$ cat src/rtl/rsp_pkg.sv
package rsp_pkg;
    localparam int ENTRY_W = 16;
    localparam int BYTE_W  = 8;
    localparam int POS_W   = $clog2(ENTRY_W);
    localparam int BCNT_W  = $clog2(BYTE_W);

    typedef enum logic [1:0] {
        FR_IDLE,
        FR_PEND,
        FR_READ,
        FR_WRITE
    } frame_e;
endpackage

$ cat src/rtl/rsp_edges.sv
module rsp_edges (
    input  logic clk,
    input  logic rst_n,
    input  logic sclk,
    input  logic cs_n,
    output logic sclk_rise,
    output logic sclk_fall,
    output logic cs_fall,
    output logic cs_rise
);
    typedef struct packed {
        logic sclk;
        logic cs_n;
    } smp_t;

    smp_t smp_d, smp_q;

    always_comb begin
        smp_d.sclk = sclk;
        smp_d.cs_n = cs_n;
    end

    always_ff @(posedge clk or negedge rst_n) begin
        if (!rst_n) smp_q <= '{sclk: 1'b0, cs_n: 1'b1};
        else        smp_q <= smp_d;
    end

    assign sclk_rise = sclk & ~smp_q.sclk & ~cs_n;
    assign sclk_fall = ~sclk & smp_q.sclk & ~cs_n;
    assign cs_fall   = ~cs_n & smp_q.cs_n;
    assign cs_rise   = cs_n & ~smp_q.cs_n;
endmodule

$ cat src/rtl/rsp_store.sv
module rsp_store #(
    parameter int DEPTH  = 8,
    parameter int DATA_W = 12,
    localparam int PTR_W = (DEPTH > 1) ? $clog2(DEPTH) : 1,
    localparam int CNT_W = $clog2(DEPTH + 1)
) (
    input  logic              clk,
    input  logic              rst_n,
    input  logic              push,
    input  logic [DATA_W-1:0] push_data,
    input  logic              pop,
    input  logic              clr,
    output logic [DATA_W-1:0] head,
    output logic              empty,
    output logic [CNT_W-1:0]  level
);
    typedef struct packed {
        logic [DEPTH-1:0][DATA_W-1:0] mem;
        logic [PTR_W-1:0]             wptr;
        logic [PTR_W-1:0]             rptr;
        logic [CNT_W-1:0]             level;
    } store_t;

    store_t st_d, st_q;
    logic   do_push, do_pop;

    function automatic logic [PTR_W-1:0] step(input logic [PTR_W-1:0] p);
        return (p == PTR_W'(DEPTH - 1)) ? '0 : p + 1'b1;
    endfunction

    always_comb begin
        st_d    = st_q;
        do_push = push && (st_q.level != CNT_W'(DEPTH));
        do_pop  = pop && (st_q.level != '0);
        if (clr) begin
            st_d.wptr  = '0;
            st_d.rptr  = '0;
            st_d.level = '0;
        end else begin
            if (do_push) begin
                st_d.mem[st_q.wptr] = push_data;
                st_d.wptr           = step(st_q.wptr);
            end
            if (do_pop) st_d.rptr = step(st_q.rptr);
            st_d.level = st_q.level + CNT_W'(do_push) - CNT_W'(do_pop);
        end
    end

    always_ff @(posedge clk or negedge rst_n) begin
        if (!rst_n) st_q <= '0;
        else        st_q <= st_d;
    end

    assign head  = st_q.mem[st_q.rptr];
    assign empty = (st_q.level == '0);
    assign level = st_q.level;
endmodule

$ cat src/rtl/rsp_reader.sv
module rsp_reader
    import rsp_pkg::*;
#(
    parameter int DATA_W = 12
) (
    input  logic              clk,
    input  logic              rst_n,
    input  logic              consume,
    input  logic              cs_fall,
    input  logic              cs_rise,
    input  logic              sclk_fall,
    input  logic              read_frame,
    input  logic              clr,
    input  logic [DATA_W-1:0] head,
    input  logic              empty,
    output logic              pop,
    output logic              dout
);
    typedef struct packed {
        logic              phase;
        logic [POS_W-1:0]  bidx;
        logic [BCNT_W-1:0] bcnt;
        logic              dout;
    } rd_t;

    rd_t              rd_d, rd_q;
    logic [ENTRY_W-1:0] entry;
    logic             cur_bit;

    assign entry   = ENTRY_W'(head);
    assign cur_bit = empty ? 1'b0 : entry[POS_W'(ENTRY_W - 1) - rd_q.bidx];

    always_comb begin
        rd_d = rd_q;
        pop  = 1'b0;
        if (clr) begin
            rd_d.phase = 1'b0;
            rd_d.bidx  = '0;
            rd_d.bcnt  = '0;
        end else if (consume && !empty) begin
            rd_d.bidx = rd_q.bidx + 1'b1;
            rd_d.bcnt = rd_q.bcnt + 1'b1;
            if (rd_q.bcnt == BCNT_W'(BYTE_W - 1)) begin
                rd_d.bcnt = '0;
                if (!rd_q.phase) begin
                    rd_d.phase = 1'b1;
                end else begin
                    pop        = 1'b1;
                    rd_d.phase = 1'b0;
                    rd_d.bidx  = '0;
                end
            end
        end else if (cs_rise && read_frame && !empty && rd_q.bcnt != '0) begin
            rd_d.bcnt = '0;
            if (!rd_q.phase) begin
                rd_d.phase = 1'b1;
            end else begin
                pop        = 1'b1;
                rd_d.phase = 1'b0;
                rd_d.bidx  = '0;
            end
        end

        if (cs_rise)                              rd_d.dout = 1'b0;
        else if (cs_fall || (sclk_fall && read_frame)) rd_d.dout = cur_bit;
    end

    always_ff @(posedge clk or negedge rst_n) begin
        if (!rst_n) rd_q <= '0;
        else        rd_q <= rd_d;
    end

    assign dout = rd_q.dout;
endmodule

$ cat src/rtl/rsp_cfg.sv
module rsp_cfg #(
    parameter int NREG  = 3,
    parameter int CFG_W = 8,
    localparam int ADDR_W = $clog2(NREG + 1),
    localparam int CNT_W  = $clog2(ADDR_W + CFG_W + 1)
) (
    input  logic                  clk,
    input  logic                  rst_n,
    input  logic                  start,
    input  logic                  bit_en,
    input  logic                  din,
    output logic [NREG*CFG_W-1:0] cfg_flat,
    output logic                  fifo_clr
);
    typedef struct packed {
        logic [NREG-1:0][CFG_W-1:0] regs;
        logic [ADDR_W-1:0]          addr;
        logic [CNT_W-1:0]           wcnt;
    } cfg_t;

    cfg_t cf_d, cf_q;
    int   slot;

    always_comb begin
        cf_d     = cf_q;
        fifo_clr = 1'b0;
        slot     = int'(cf_q.wcnt) - ADDR_W;
        if (start) begin
            cf_d.wcnt = '0;
            cf_d.addr = '0;
        end else if (bit_en) begin
            if (int'(cf_q.wcnt) < ADDR_W) begin
                cf_d.addr = (cf_q.addr << 1) | ADDR_W'(din);
            end else if (int'(cf_q.wcnt) < ADDR_W + CFG_W) begin
                if (int'(cf_q.addr) < NREG)
                    cf_d.regs[cf_q.addr][CFG_W-1-slot] = din;
                else if (int'(cf_q.addr) == NREG && slot == 0 && din)
                    fifo_clr = 1'b1;
            end
            if (cf_q.wcnt != CNT_W'(ADDR_W + CFG_W))
                cf_d.wcnt = cf_q.wcnt + 1'b1;
        end
    end

    always_ff @(posedge clk or negedge rst_n) begin
        if (!rst_n) cf_q <= '0;
        else        cf_q <= cf_d;
    end

    for (genvar g = 0; g < NREG; g++) begin : g_out
        assign cfg_flat[g*CFG_W +: CFG_W] = cf_q.regs[g];
    end
endmodule

$ cat src/rtl/result_spi_port.sv
module result_spi_port
    import rsp_pkg::*;
#(
    parameter int DEPTH  = 8,
    parameter int DATA_W = 12,
    parameter int NREG   = 3,
    parameter int CFG_W  = 8
) (
    input  logic                  clk,
    input  logic                  rst_n,
    input  logic                  sclk,
    input  logic                  cs_n,
    input  logic                  din,
    output logic                  dout,
    input  logic                  eoc_n,
    input  logic                  res_valid,
    input  logic [DATA_W-1:0]     res_data,
    output logic [NREG*CFG_W-1:0] cfg_regs,
    output logic                  corrupt
);
    localparam int LVL_W = $clog2(DEPTH + 1);

    typedef struct packed {
        frame_e kind;
        logic   corrupt;
    } top_t;

    top_t top_d, top_q;

    logic              sclk_rise, sclk_fall, cs_fall, cs_rise;
    logic              consume, wr_bit, push, pop, empty, fifo_clr, read_frame;
    logic [DATA_W-1:0] head;
    logic [LVL_W-1:0]  level;

    rsp_edges u_edges (
        .clk       (clk),
        .rst_n     (rst_n),
        .sclk      (sclk),
        .cs_n      (cs_n),
        .sclk_rise (sclk_rise),
        .sclk_fall (sclk_fall),
        .cs_fall   (cs_fall),
        .cs_rise   (cs_rise)
    );

    always_comb begin
        top_d = top_q;
        if (cs_rise)
            top_d.kind = FR_IDLE;
        else if (cs_fall)
            top_d.kind = FR_PEND;
        else if (sclk_rise && top_q.kind == FR_PEND)
            top_d.kind = din ? FR_WRITE : FR_READ;

        if (fifo_clr)              top_d.corrupt = 1'b0;
        else if (cs_fall && eoc_n) top_d.corrupt = 1'b1;

        consume    = sclk_rise && ((top_q.kind == FR_PEND && !din) || top_q.kind == FR_READ);
        wr_bit     = sclk_rise && (top_q.kind == FR_WRITE);
        read_frame = (top_q.kind == FR_READ);
        push       = res_valid && !top_q.corrupt;
    end

    always_ff @(posedge clk or negedge rst_n) begin
        if (!rst_n) top_q <= '{kind: FR_IDLE, corrupt: 1'b0};
        else        top_q <= top_d;
    end

    assign corrupt = top_q.corrupt;

    rsp_store #(.DEPTH(DEPTH), .DATA_W(DATA_W)) u_store (
        .clk       (clk),
        .rst_n     (rst_n),
        .push      (push),
        .push_data (res_data),
        .pop       (pop),
        .clr       (fifo_clr),
        .head      (head),
        .empty     (empty),
        .level     (level)
    );

    rsp_reader #(.DATA_W(DATA_W)) u_reader (
        .clk        (clk),
        .rst_n      (rst_n),
        .consume    (consume),
        .cs_fall    (cs_fall),
        .cs_rise    (cs_rise),
        .sclk_fall  (sclk_fall),
        .read_frame (read_frame),
        .clr        (fifo_clr),
        .head       (head),
        .empty      (empty),
        .pop        (pop),
        .dout       (dout)
    );

    rsp_cfg #(.NREG(NREG), .CFG_W(CFG_W)) u_cfg (
        .clk      (clk),
        .rst_n    (rst_n),
        .start    (cs_fall),
        .bit_en   (wr_bit),
        .din      (din),
        .cfg_flat (cfg_regs),
        .fifo_clr (fifo_clr)
    );
endmodule

$ cat config.mk
export PLATFORM = sky130hd
export DESIGN_NAME = result_spi_port
export DESIGN_NICKNAME = d
export VERILOG_FILES = /design/src/rtl/rsp_pkg.sv /design/src/rtl/rsp_edges.sv /design/src/rtl/rsp_store.sv /design/src/rtl/rsp_reader.sv /design/src/rtl/rsp_cfg.sv /design/src/rtl/result_spi_port.sv
export SDC_FILE = /design/constraint.sdc
export NUM_CORES = 1
export LEC_CHECK = 0
export BUFFER_PORTS_ARGS = -buffer_cell sky130_fd_sc_hd__buf_2
export CORE_ASPECT_RATIO = 0.75
export CORE_UTILIZATION = 30
export CTS_CLUSTER_DIAMETER = 60
export CTS_CLUSTER_SIZE = 30
export DETAILED_ROUTE_END_ITERATION = 8
export HOLD_SLACK_MARGIN = 0.06
export SLEW_MARGIN = 20
export SYNTH_ARGS = -nofsm -noshare
export SYNTH_HDL_FRONTEND = slang
export SYNTH_HIERARCHICAL = 1
export SYNTH_SLANG_ARGS = --single-unit
$ cat constraint.sdc
create_clock -name clk -period 6.2 [get_ports clk]
set_clock_uncertainty 0.05 [all_clocks]
set_input_delay 1.55 -clock clk [delete_from_list [all_inputs] [get_ports clk]]
set_output_delay 1.55 -clock clk [all_outputs]
set_load 0.05 [all_outputs]
==> run_results.csv <==
group,metric,value,unit
run_status,outcome,"completed",
worst_setup_path,cp_num_buf_inv,3,
placement,dp_hpwl,10600,microns
die,io_pins,45,
worst_setup_path,crit_type,"primary input to flip-flop",
layout,drive_gt1_share,39.6,%
drt,viasPerCell,4.90,
die,die_x,188,microns
yosys,ys_warn_count,6,
worst_setup_path,cp.required,6.46,ns
die,dieArea,0.0267,sq mm
job,maxCapViolCount,0,
yosys,syn_area_per_cell,13.4,sq um
layout,fillers,2505,
timing,fmax,220,MHz
timing,period_minus_slack,4.54,ns
die,fp-row-count,50,
worst_setup_path,cp-end-kind,"flip-flop",
power_and_ir_drop,power_leakage,0.00395,uW
cts,cts_made_buffers,17,
worst_setup_path,critPathArrivalTime,4.80,ns
grt,grt_max_degree,64,
worst_setup_path,setup.worst_path.start_class,"primary input",
timing,hold_viol,0,
cts,root_buffer,"clkbuf_16",
worst_setup_path,cp_top_family,"simple AND/OR/NAND/NOR gates",
timing,rsz0062_at_grt,"false",
grt,antenna_found_initial,1,
timing,tightestPinTransition,1.11,ns
power_and_ir_drop,peakVddDrop,0.000208,V
worst_setup_path,crit_path_max_fanout,25,
layout,final_util,34.6,%
placement,dp_slack,1.25,ns
timing,tns,0,ns
worst_setup_path,cp_slowest_cell,"nor3b_1",
power_and_ir_drop,p_total,3130,uW
placement,gp_congestion,0.779,
timing,slew_headroom,25.6,%
grt,grt_pass1_wl,26500,microns
grt,grt_pass1_vias,4629,
die,start_util,30.9,%
layout,stdcell_area,0.00874,sq mm
drt,drc,0,
grt,track_usage,12.9,%
die,core,0.0253,sq mm
cts,cts_tree,"yes",
timing,final.setup.worst_slack,1.66,ns
drt,totalWireLength,16200,microns
grt,overflow,0,
drt,first_pass_iters,4,
worst_setup_path,crit_path_cell_trace,"buf_2 -> nor3b_1 -> and3_1 -> nand3_4 -> nor4b_2 -> nand2b_1 -> a211oi_1 -> inv_1 -> nor2_1 -> ha_1 -> inv_1 -> ha_1 -> a21o_1 -> a21oi_1 -> mux2_2",
timing,setup_viol,0,
drt,final_antenna_net_count,0,
layout,syn_to_final_growth,11.9,%
cts,htreeDepth,4,
yosys,synth_area,0.00780,sq mm
cts,clk_latency,0.43,ns
cts,clkSlewWorstSetupHoldPaths,0.06,ns
yosys,synth_cells,583,
drt,wl_per_cell,17.0,microns
yosys,synth.net_count,628,
cts,cts_sinks,150,
worst_setup_path,cpPeakStageDelay,0.41,ns
placement,placed_area,0.00815,sq mm
drt,via_count,4676,
placement,io_buffers,44,
drt,dr.first_iter.drc_count,199,
timing,period_share,73.3,%
timing,maxSlewViolCount,0,
power_and_ir_drop,p_per_area,358,mW/mm^2
cts,ctsHoldBuffers,0,
cts,postCtsSetupRepairBufs,0,
layout,final_nets,648,
hold_path,min_path_type,"flip-flop to flip-flop",
cts,clockBufferDepth,2,
cts,ctsResizeCount,0,
die,die_h,142,microns
## where the power goes
| part | switching, uW | internal (uW) |
|---|---|---|
| Sequential | 189 | 1230 |
| Clock | 452 | 562 |
| Combinational | 283 | 412 |
| Total | 923 | 2210 |
## final cells by class
class                           count  area, sq um  share of cell area, %
Clock buffer                       17          425                   4.87
Timing Repair Buffer               53          302                   3.45
Tap cell                          338          423                   4.84
Clock inverter                     15          144                   1.65
Sequential cell                   150         3760                   43.0
Multi-Input combinational cell    363         3620                   41.4
Inverter                           18         67.6                  0.773
Antenna cell                        1         2.50                 0.0286
## worst paths after layout
check                             startpoint                 to  slack, ns  cells after the start
max                                     cs_n   u_store/level[3]       1.66                     15
min                        u_cfg/cfg_flat[7]  u_cfg/cfg_flat[7]       0.43                      1
max reg2reg                    u_cfg/cf_q[1]   u_store/level[3]       2.49                     16
min reg2reg                u_cfg/cfg_flat[7]  u_cfg/cfg_flat[7]       0.43                      1
max in group asynchronous              rst_n  u_cfg/cfg_flat[7]       3.82                      2
min in group asynchronous              rst_n   u_store/st_q[54]       1.04                      1
## metrics by stage
stage,hold WS [ns],cells
2_1_floorplan,0.403,583
3_3_place_gp,0.412,920
3_5_place_dp,0.419,921
4_1_cts,0.434,953
5_1_grt,0.454,954
6_report,0.429,955
## worst register-to-register path, delay by kind of cell, from the launching register on
family          cells  cell delay [ns]
fa+ha+maj           4             0.97
buf+inv             3             0.32
compound gates      3             0.43
mux                 1             0.35
flops               1             0.48
simple gates        5             1.00
## layer usage
| layer | vias up | global-route usage (%) | share of wire [%] | wire [microns] |
|---|---|---|---|---|
| li1 | 2159 | - | - | - |
| met1 | 2408 | 18.5 | 52 | 8360 |
| met2 | 91 | 18.9 | 43 | 7060 |
| met3 | 18 | 3.26 | 3.8 | 609 |
| met4 | 0 | 4.15 | 1.2 | 199 |
| met5 | - | 0 | 0 | 0 |
## layout by cell type, fill, tap and decap left out, types with 7 or more instances in the layout
| cell type | count |
|---|---|
| nand2_1 | 24 |
| buf_2 | 43 |
| nand2b_1 | 7 |
| nand3_1 | 9 |
| mux2_1 | 19 |
| clkbuf_16 | 17 |
| buf_4 | 7 |
| mux4_2 | 25 |
| dfrtp_1 | 148 |
| ha_1 | 25 |
| nor2b_1 | 9 |
| inv_1 | 18 |
| nor4_1 | 22 |
| o21ai_0 | 13 |
| nor2_1 | 9 |
| mux2_2 | 113 |
| a21oi_1 | 19 |
## sequential cells by signal (all words and copies together), names as in the netlist
register and cells:
corrupt 1, top_q 2, u_cfg/cf_q 6, u_cfg/cfg_flat 24, u_edges/smp_q 2, u_reader/dout 1, u_reader/rd_q 8, u_store/level 4
u_store/st_q 102
No activity file was read; power rests on OpenSTA's default activity.
